[src/rtl/sas_pkg.sv]
package sas_pkg;

    localparam int SAS_SET_W = 4;    // setup, hold and turnaround fields
    localparam int SAS_DST_W = 9;    // data setup field, 0..511 before clamping
    localparam int SAS_CNT_W = 8;    // phase counter, longest phase is 256 cycles
    localparam int SAS_DST_MAX = 256;

    typedef enum logic [2:0] {
        ST_IDLE        = 3'd0,
        ST_ADDR_SETUP  = 3'd1,
        ST_ADDR_HOLD   = 3'd2,
        ST_DATA_SETUP  = 3'd3,
        ST_WRITE_RECOV = 3'd4,
        ST_TURNAROUND  = 3'd5
    } sas_state_e;

    typedef struct packed {
        logic                 muxed;
        logic [SAS_SET_W-1:0] setup_len;
        logic [SAS_SET_W-1:0] hold_len;
        logic [SAS_DST_W-1:0] data_len;
        logic [SAS_SET_W-1:0] turn_len;
    } sas_timing_t;

endpackage

[src/rtl/sas_cfg_clamp.sv]
module sas_cfg_clamp
    import sas_pkg::*;
(
    input  logic                 muxed,
    input  logic [SAS_SET_W-1:0] addr_setup,
    input  logic [SAS_SET_W-1:0] addr_hold,
    input  logic [SAS_DST_W-1:0] data_setup,
    input  logic [SAS_SET_W-1:0] turnaround,
    output sas_timing_t          timing
);

    localparam logic [SAS_DST_W-1:0] DST_HI = SAS_DST_W'(SAS_DST_MAX);
    localparam logic [SAS_DST_W-1:0] DST_LO = SAS_DST_W'(1);

    always_comb begin
        timing.muxed     = muxed;
        timing.setup_len = addr_setup;
        timing.turn_len  = turnaround;

        if (addr_hold == '0) begin
            timing.hold_len = SAS_SET_W'(1);
        end else begin
            timing.hold_len = addr_hold;
        end

        if (data_setup == '0) begin
            timing.data_len = DST_LO;
        end else if (data_setup > DST_HI) begin
            timing.data_len = DST_HI;
        end else begin
            timing.data_len = data_setup;
        end
    end

endmodule

[src/rtl/sas_phase_timer.sv]
module sas_phase_timer #(
    parameter int CNT_W = 8
) (
    input  logic             clk,
    input  logic             rst_n,
    input  logic             load,
    input  logic [CNT_W-1:0] load_val,
    output logic             expired
);

    logic [CNT_W-1:0] cnt_q;

    always_ff @(posedge clk or negedge rst_n) begin
        if (!rst_n) begin
            cnt_q <= '0;
        end else if (load) begin
            cnt_q <= load_val;
        end else if (cnt_q != '0) begin
            cnt_q <= cnt_q - CNT_W'(1);
        end
    end

    assign expired = (cnt_q == '0);

endmodule

[src/rtl/sas_bank_decode.sv]
module sas_bank_decode #(
    parameter int ADDR_W = 28,
    parameter int WIN_W  = 26,
    localparam int BANK_W = ADDR_W - WIN_W,
    localparam int BANKS  = 1 << BANK_W
) (
    input  logic              enable,
    input  logic [ADDR_W-1:0] addr,
    output logic [BANKS-1:0]  cs_n
);

    logic [BANK_W-1:0] bank_idx;

    assign bank_idx = addr[ADDR_W-1:WIN_W];

    for (genvar g = 0; g < BANKS; g++) begin : g_cs
        assign cs_n[g] = !(enable && (bank_idx == BANK_W'(g)));
    end

endmodule

[src/rtl/sas_async_seq.sv]
module sas_async_seq
    import sas_pkg::*;
#(
    parameter int ADDR_W = 28,
    parameter int WIN_W  = 26,
    parameter int DATA_W = 16,
    localparam int BANK_W = ADDR_W - WIN_W,
    localparam int BANKS  = 1 << BANK_W
) (
    input  logic                 clk,
    input  logic                 rst_n,
    input  logic                 req_valid,
    output logic                 req_ready,
    input  logic                 req_we,
    input  logic [ADDR_W-1:0]    req_addr,
    input  logic [DATA_W-1:0]    req_wdata,
    input  logic                 cfg_muxed,
    input  logic [SAS_SET_W-1:0] cfg_addr_setup,
    input  logic [SAS_SET_W-1:0] cfg_addr_hold,
    input  logic [SAS_DST_W-1:0] cfg_data_setup,
    input  logic [SAS_SET_W-1:0] cfg_addr_turnaround,
    output logic [BANKS-1:0]     mem_cs_n,
    output logic                 mem_oe_n,
    output logic                 mem_we_n,
    output logic [WIN_W-1:0]     mem_addr,
    output logic [DATA_W-1:0]    mem_dq_out,
    output logic                 mem_dq_oe,
    input  logic [DATA_W-1:0]    mem_dq_in,
    output logic                 done,
    output logic [DATA_W-1:0]    rdata
);

    // ------------------------------------------------------------------
    // Captured request and timing
    // ------------------------------------------------------------------
    sas_state_e           state_q;
    sas_state_e           state_d;
    sas_timing_t          cfg_live;
    sas_timing_t          cfg_q;
    sas_timing_t          cfg_eff;
    logic [ADDR_W-1:0]    addr_q;
    logic [DATA_W-1:0]    wdata_q;
    logic                 we_q;
    logic                 accept;
    logic                 phase_done;
    logic                 timer_load;
    logic [SAS_CNT_W-1:0] timer_val;
    logic                 access_on;
    logic                 addr_phase;
    logic                 data_last;
    logic [SAS_DST_W-1:0] data_len_m1;

    sas_cfg_clamp i_cfg_clamp (
        .muxed      (cfg_muxed),
        .addr_setup (cfg_addr_setup),
        .addr_hold  (cfg_addr_hold),
        .data_setup (cfg_data_setup),
        .turnaround (cfg_addr_turnaround),
        .timing     (cfg_live)
    );

    assign accept  = req_valid && (state_q == ST_IDLE);
    assign cfg_eff = (state_q == ST_IDLE) ? cfg_live : cfg_q;

    always_ff @(posedge clk or negedge rst_n) begin
        if (!rst_n) begin
            cfg_q   <= '0;
            addr_q  <= '0;
            wdata_q <= '0;
            we_q    <= 1'b0;
        end else if (accept) begin
            cfg_q   <= cfg_live;
            addr_q  <= req_addr;
            wdata_q <= req_wdata;
            we_q    <= req_we;
        end
    end

    // ------------------------------------------------------------------
    // Next-state logic
    // ------------------------------------------------------------------
    always_comb begin
        state_d = state_q;
        unique case (state_q)
            ST_IDLE: begin
                if (accept) begin
                    if (cfg_eff.setup_len != '0) begin
                        state_d = ST_ADDR_SETUP;
                    end else if (cfg_eff.muxed) begin
                        state_d = ST_ADDR_HOLD;
                    end else begin
                        state_d = ST_DATA_SETUP;
                    end
                end
            end
            ST_ADDR_SETUP: begin
                if (phase_done) begin
                    state_d = cfg_eff.muxed ? ST_ADDR_HOLD : ST_DATA_SETUP;
                end
            end
            ST_ADDR_HOLD: begin
                if (phase_done) begin
                    state_d = ST_DATA_SETUP;
                end
            end
            ST_DATA_SETUP: begin
                if (phase_done) begin
                    if (we_q) begin
                        state_d = ST_WRITE_RECOV;
                    end else if (cfg_eff.turn_len != '0) begin
                        state_d = ST_TURNAROUND;
                    end else begin
                        state_d = ST_IDLE;
                    end
                end
            end
            ST_WRITE_RECOV: begin
                if (phase_done) begin
                    state_d = (cfg_eff.turn_len != '0) ? ST_TURNAROUND : ST_IDLE;
                end
            end
            ST_TURNAROUND: begin
                if (phase_done) begin
                    state_d = ST_IDLE;
                end
            end
            default: state_d = ST_IDLE;
        endcase
    end

    // ------------------------------------------------------------------
    // State register
    // ------------------------------------------------------------------
    always_ff @(posedge clk or negedge rst_n) begin
        if (!rst_n) begin
            state_q <= ST_IDLE;
        end else begin
            state_q <= state_d;
        end
    end

    // ------------------------------------------------------------------
    // Phase timer: loaded with length-1 on every state change
    // ------------------------------------------------------------------
    assign timer_load  = (state_d != state_q);
    assign data_len_m1 = cfg_eff.data_len - SAS_DST_W'(1);

    always_comb begin
        unique case (state_d)
            ST_ADDR_SETUP: timer_val = SAS_CNT_W'(cfg_eff.setup_len) - SAS_CNT_W'(1);
            ST_ADDR_HOLD:  timer_val = SAS_CNT_W'(cfg_eff.hold_len) - SAS_CNT_W'(1);
            ST_DATA_SETUP: timer_val = data_len_m1[SAS_CNT_W-1:0];
            ST_TURNAROUND: timer_val = SAS_CNT_W'(cfg_eff.turn_len) - SAS_CNT_W'(1);
            default:       timer_val = '0;
        endcase
    end

    sas_phase_timer #(
        .CNT_W (SAS_CNT_W)
    ) i_phase_timer (
        .clk      (clk),
        .rst_n    (rst_n),
        .load     (timer_load),
        .load_val (timer_val),
        .expired  (phase_done)
    );

    // ------------------------------------------------------------------
    // Pin outputs, decoded from state
    // ------------------------------------------------------------------
    always_comb begin
        access_on  = 1'b0;
        addr_phase = 1'b0;
        mem_oe_n   = 1'b1;
        mem_we_n   = 1'b1;
        mem_dq_oe  = 1'b0;
        req_ready  = 1'b0;
        unique case (state_q)
            ST_IDLE: begin
                req_ready = 1'b1;
            end
            ST_ADDR_SETUP, ST_ADDR_HOLD: begin
                access_on  = 1'b1;
                addr_phase = 1'b1;
                mem_dq_oe  = cfg_q.muxed;
            end
            ST_DATA_SETUP: begin
                access_on = 1'b1;
                mem_oe_n  = we_q;
                mem_we_n  = !we_q;
                mem_dq_oe = we_q;
            end
            ST_WRITE_RECOV: begin
                access_on = 1'b1;
                mem_dq_oe = 1'b1;
            end
            ST_TURNAROUND: begin
                access_on = 1'b0;
            end
            default: begin
                access_on = 1'b0;
            end
        endcase
    end

    assign mem_addr   = addr_q[WIN_W-1:0];
    assign mem_dq_out = addr_phase ? addr_q[DATA_W-1:0] : wdata_q;

    sas_bank_decode #(
        .ADDR_W (ADDR_W),
        .WIN_W  (WIN_W)
    ) i_bank_decode (
        .enable (access_on),
        .addr   (addr_q),
        .cs_n   (mem_cs_n)
    );

    // ------------------------------------------------------------------
    // Completion: sample read data on the last data setup cycle
    // ------------------------------------------------------------------
    assign data_last = (state_q == ST_DATA_SETUP) && phase_done;

    always_ff @(posedge clk or negedge rst_n) begin
        if (!rst_n) begin
            done  <= 1'b0;
            rdata <= '0;
        end else begin
            done <= data_last;
            if (data_last) begin
                rdata <= mem_dq_in;
            end
        end
    end

endmodule

[config.mk]
export PLATFORM = sky130hd
export DESIGN_NAME = sas_async_seq
export DESIGN_NICKNAME = d
export VERILOG_FILES = /design/src/rtl/sas_pkg.sv /design/src/rtl/sas_cfg_clamp.sv /design/src/rtl/sas_phase_timer.sv /design/src/rtl/sas_bank_decode.sv /design/src/rtl/sas_async_seq.sv
export SDC_FILE = /design/constraint.sdc
export NUM_CORES = 1
export LEC_CHECK = 0
export BUFFER_PORTS_ARGS = -buffer_cell sky130_fd_sc_hd__buf_2
export CORE_ASPECT_RATIO = 0.8
export CORE_MARGIN = 3
export CORE_UTILIZATION = 52
export DETAILED_ROUTE_END_ITERATION = 8
export PLACE_DENSITY = 0.79
export SLEW_MARGIN = 10
export SYNTH_ARGS = -nofsm -noshare
export SYNTH_HDL_FRONTEND = slang
export SYNTH_SLANG_ARGS = --single-unit
[constraint.sdc]
create_clock -name clk -period 4.9 [get_ports clk]
set_clock_uncertainty 0.15 [all_clocks]
set_input_delay 1.47 -clock clk [delete_from_list [all_inputs] [get_ports clk]]
set_output_delay 1.47 -clock clk [all_outputs]
set_load 0.05 [all_outputs]
==> impl_metrics.yaml <==
worst_setup_path:
  cp-end-kind: "flop"
  cp-start-kind: "flop"
  path_max_fanout: 17
  critPathLaunch: "state_q[0]"
  r2r-start: "state_q[0]"
  crit_required_ns: 5.02
  crit_type: "flop to flop"
  arrival_ns: 4.12
layout:
  final_area_um2: 6207
  diodes: 0
  final_nets: 679
  syn2layout_area_growth_pct: 18.71
  drive_gt1_frac: 0.4814
global_routing:
  grt_usage: 0.2207
  antenna_found_initial: 0
  grt_pass1_vias: 4050
  grt-ovfl-total: 0
  grt_max_degree: 81
  grt_first_pass_wirelength_mm: 19.78
yosys:
  synth.area.top_cells: "dfrtp_1 45%, mux2_2 20%, mux2i_1 4.0%"
  synthFlopType: "dfrtp_1"
  synth_top_cell_area_share: 0.4499
  synth_cell_type_count: 60
  syn_nets: 557
  synth_area_um2: 5229
  yosysWarnings: 0
  synthArstFlopShare: 1.000
  syn_area_per_cell_um2: 11.24
  synth_top_area_cell: "dfrtp_1"
  ys_ff_latch: 94
  yosysSeqAreaShare: 0.4499
  syn_inst: 465
  synth_edf_count: 0
  synthMostInstantiatedCell: "dfrtp_1"
  synth_common_cells: "94 x dfrtp_1, 93 x mux2_2, 28 x nand2_1, 26 x buf_4, 23 x o21ai_0"
clock_network:
  cts_tree: "yes"
  cts-root-buf: "clkbuf_16"
  postCtsSetupBuffers: 0
  clockBufferDepth: 2
  postCtsHoldBufs: 0
  ctsResizeCount: 0
  cts_buffers: 9
  insertion_delay_ns: 0.35
  ctsHtreeMaxLevel: 3
  clkSlewWorstSetupHoldPaths_ns: 0.06
  cts_sinks: 94
job:
  drv_cap: 0
place:
  io_buffers: 152
  globalplace.congestion: 0.8550
  dp_hpwl_mm: 8.930
  place_area_um2: 5931
  pre_cts_slack_ns: 0.7485
timing:
  final.setup.tns_ns: 0
  fin_crit_sh: 0.8157
  grt_setup_unrepaired: "no"
  fin_crit_ns: 3.997
  relSlewSlack: 0.3316
  setup_viol: 0
  slew_viol_final: 0
  hold_violations: 0
  setup_ws_ns: 0.9032
  tightestPinTransition_ns: 1.003
  fmax_mhz: 250.2
die:
  start_util: 0.5374
  die_w_um: 118.1
  coreArea_um2: 9729
  ios: 153
  die_height_um: 95.69
  row_count: 32
  dieArea_um2: 11300
routing:
  wl_per_cell_um: 16.62
  wl_met1_mm: 5.058
  dr.pass1.iters: 5
  drc: 0
  finalWirelength_mm: 12.10
  met3RoutedLength_um: 808
  dr.max_layer_used: "met4"
  drt_iter0_drc: 197
  ant_nets: 0
  viasPerCell: 5.527
  met2_length_mm: 6.064
  vias: 4024
hold_path:
  worstHoldStart: "cfg_q[4]"
  hp-class: "flop to flop"
outcome:
  outcome: "finished clean"
[area by class of cell]
cell class              count  area, um2
repair buffers            159      815.8
clock buffers              11      242.7
well taps                 136      170.2
clock inverters             5      33.78
fillers                   777       3522
flip-flops and latches     94       2352
multi-input cells         315       2561
inverters                   8      31.28
[final timing paths]
path	end	slack [ns]	depth (start not counted)
min in group asynchronous	wdata_q[0]	1.12	1
max in group asynchronous	state_q[1]	2.64	2
hold reg to reg	cfg_q[4]	0.33	2
setup reg to reg	i_phase_timer.cnt_q[7]	0.90	13
hold / removal	cfg_q[4]	0.33	2
setup / recovery	i_phase_timer.cnt_q[7]	0.90	13
[metrics by stage]
stage | hold WS, ns | std cells | utilization
2_1_floorplan | 0.2929 | 465 | -
3_3_place_gp | 0.3144 | 712 | 0.6096
3_5_place_dp | 0.3164 | 712 | 0.6096
4_1_cts | 0.3307 | 728 | 0.6380
5_1_grt | 0.3556 | 728 | 0.6380
6_report | 0.3252 | 728 | 0.6380
[sequential cells by signal, indices dropped and copies added, names as in the netlist]
name and count:
state_q 3, i_phase_timer.cnt_q 8, rdata 16, we_q 1, done 1, cfg_q 21
addr_q 28, wdata_q 16
[cells by family after synthesis]
family	synth area share
adder cells (fa/ha/maj)	0.01436
multiplexers	0.2405
buffers and inverters	0.06221
AO/OA/AOI/OAI	0.09333
XOR/XNOR	0.02848
flip-flops	0.4499
AND/OR/NAND/NOR	0.1113
[worst max-delay path: stages, from the launching register on]
cell	delay, ns
dfrtp_1	0.59
or3_1	0.47
clkinv_2	0.14
buf_4	0.26
mux2i_1	0.24
ha_1	0.25
nor3b_1	0.29
mux2i_1	0.15
and3_2	0.24
nor3_2	0.48
inv_2	0.15
mux2i_1	0.30
a211oi_1	0.08
a21oi_1	0.14
[per-layer routing]
layer / vias up / global-route usage
li1: 1905 / -
met1: 1971 / 0.2668
met2: 129 / 0.3766
met3: 19 / 0.07109
met4: 0 / 0.07902
met5: - / 0
[cells in the final DEF, fill, tap and decap left out, drive strengths merged, types with 4 or more instances in the layout]
master  Yosys  final
nor2       17     17
ha          6      6
mux2       93     93
nor4        6      6
clkbuf     12     11
nand3       5      5
mux2i      21     21
nor3b       5      5
nand2      28     28
o31ai       4      4
buf        36    159
inv         7      8
dfrtp      94     94
xnor2      11     11
o21ai      26     26
a31oi       4      4
nor3       15     15
xor2        6      6
a21oi      17     17
nand2b      5      5
Power is left out: the tool's default activity adds up to more than one toggle a clock period on the data nets, which glitch-free logic cannot reach.
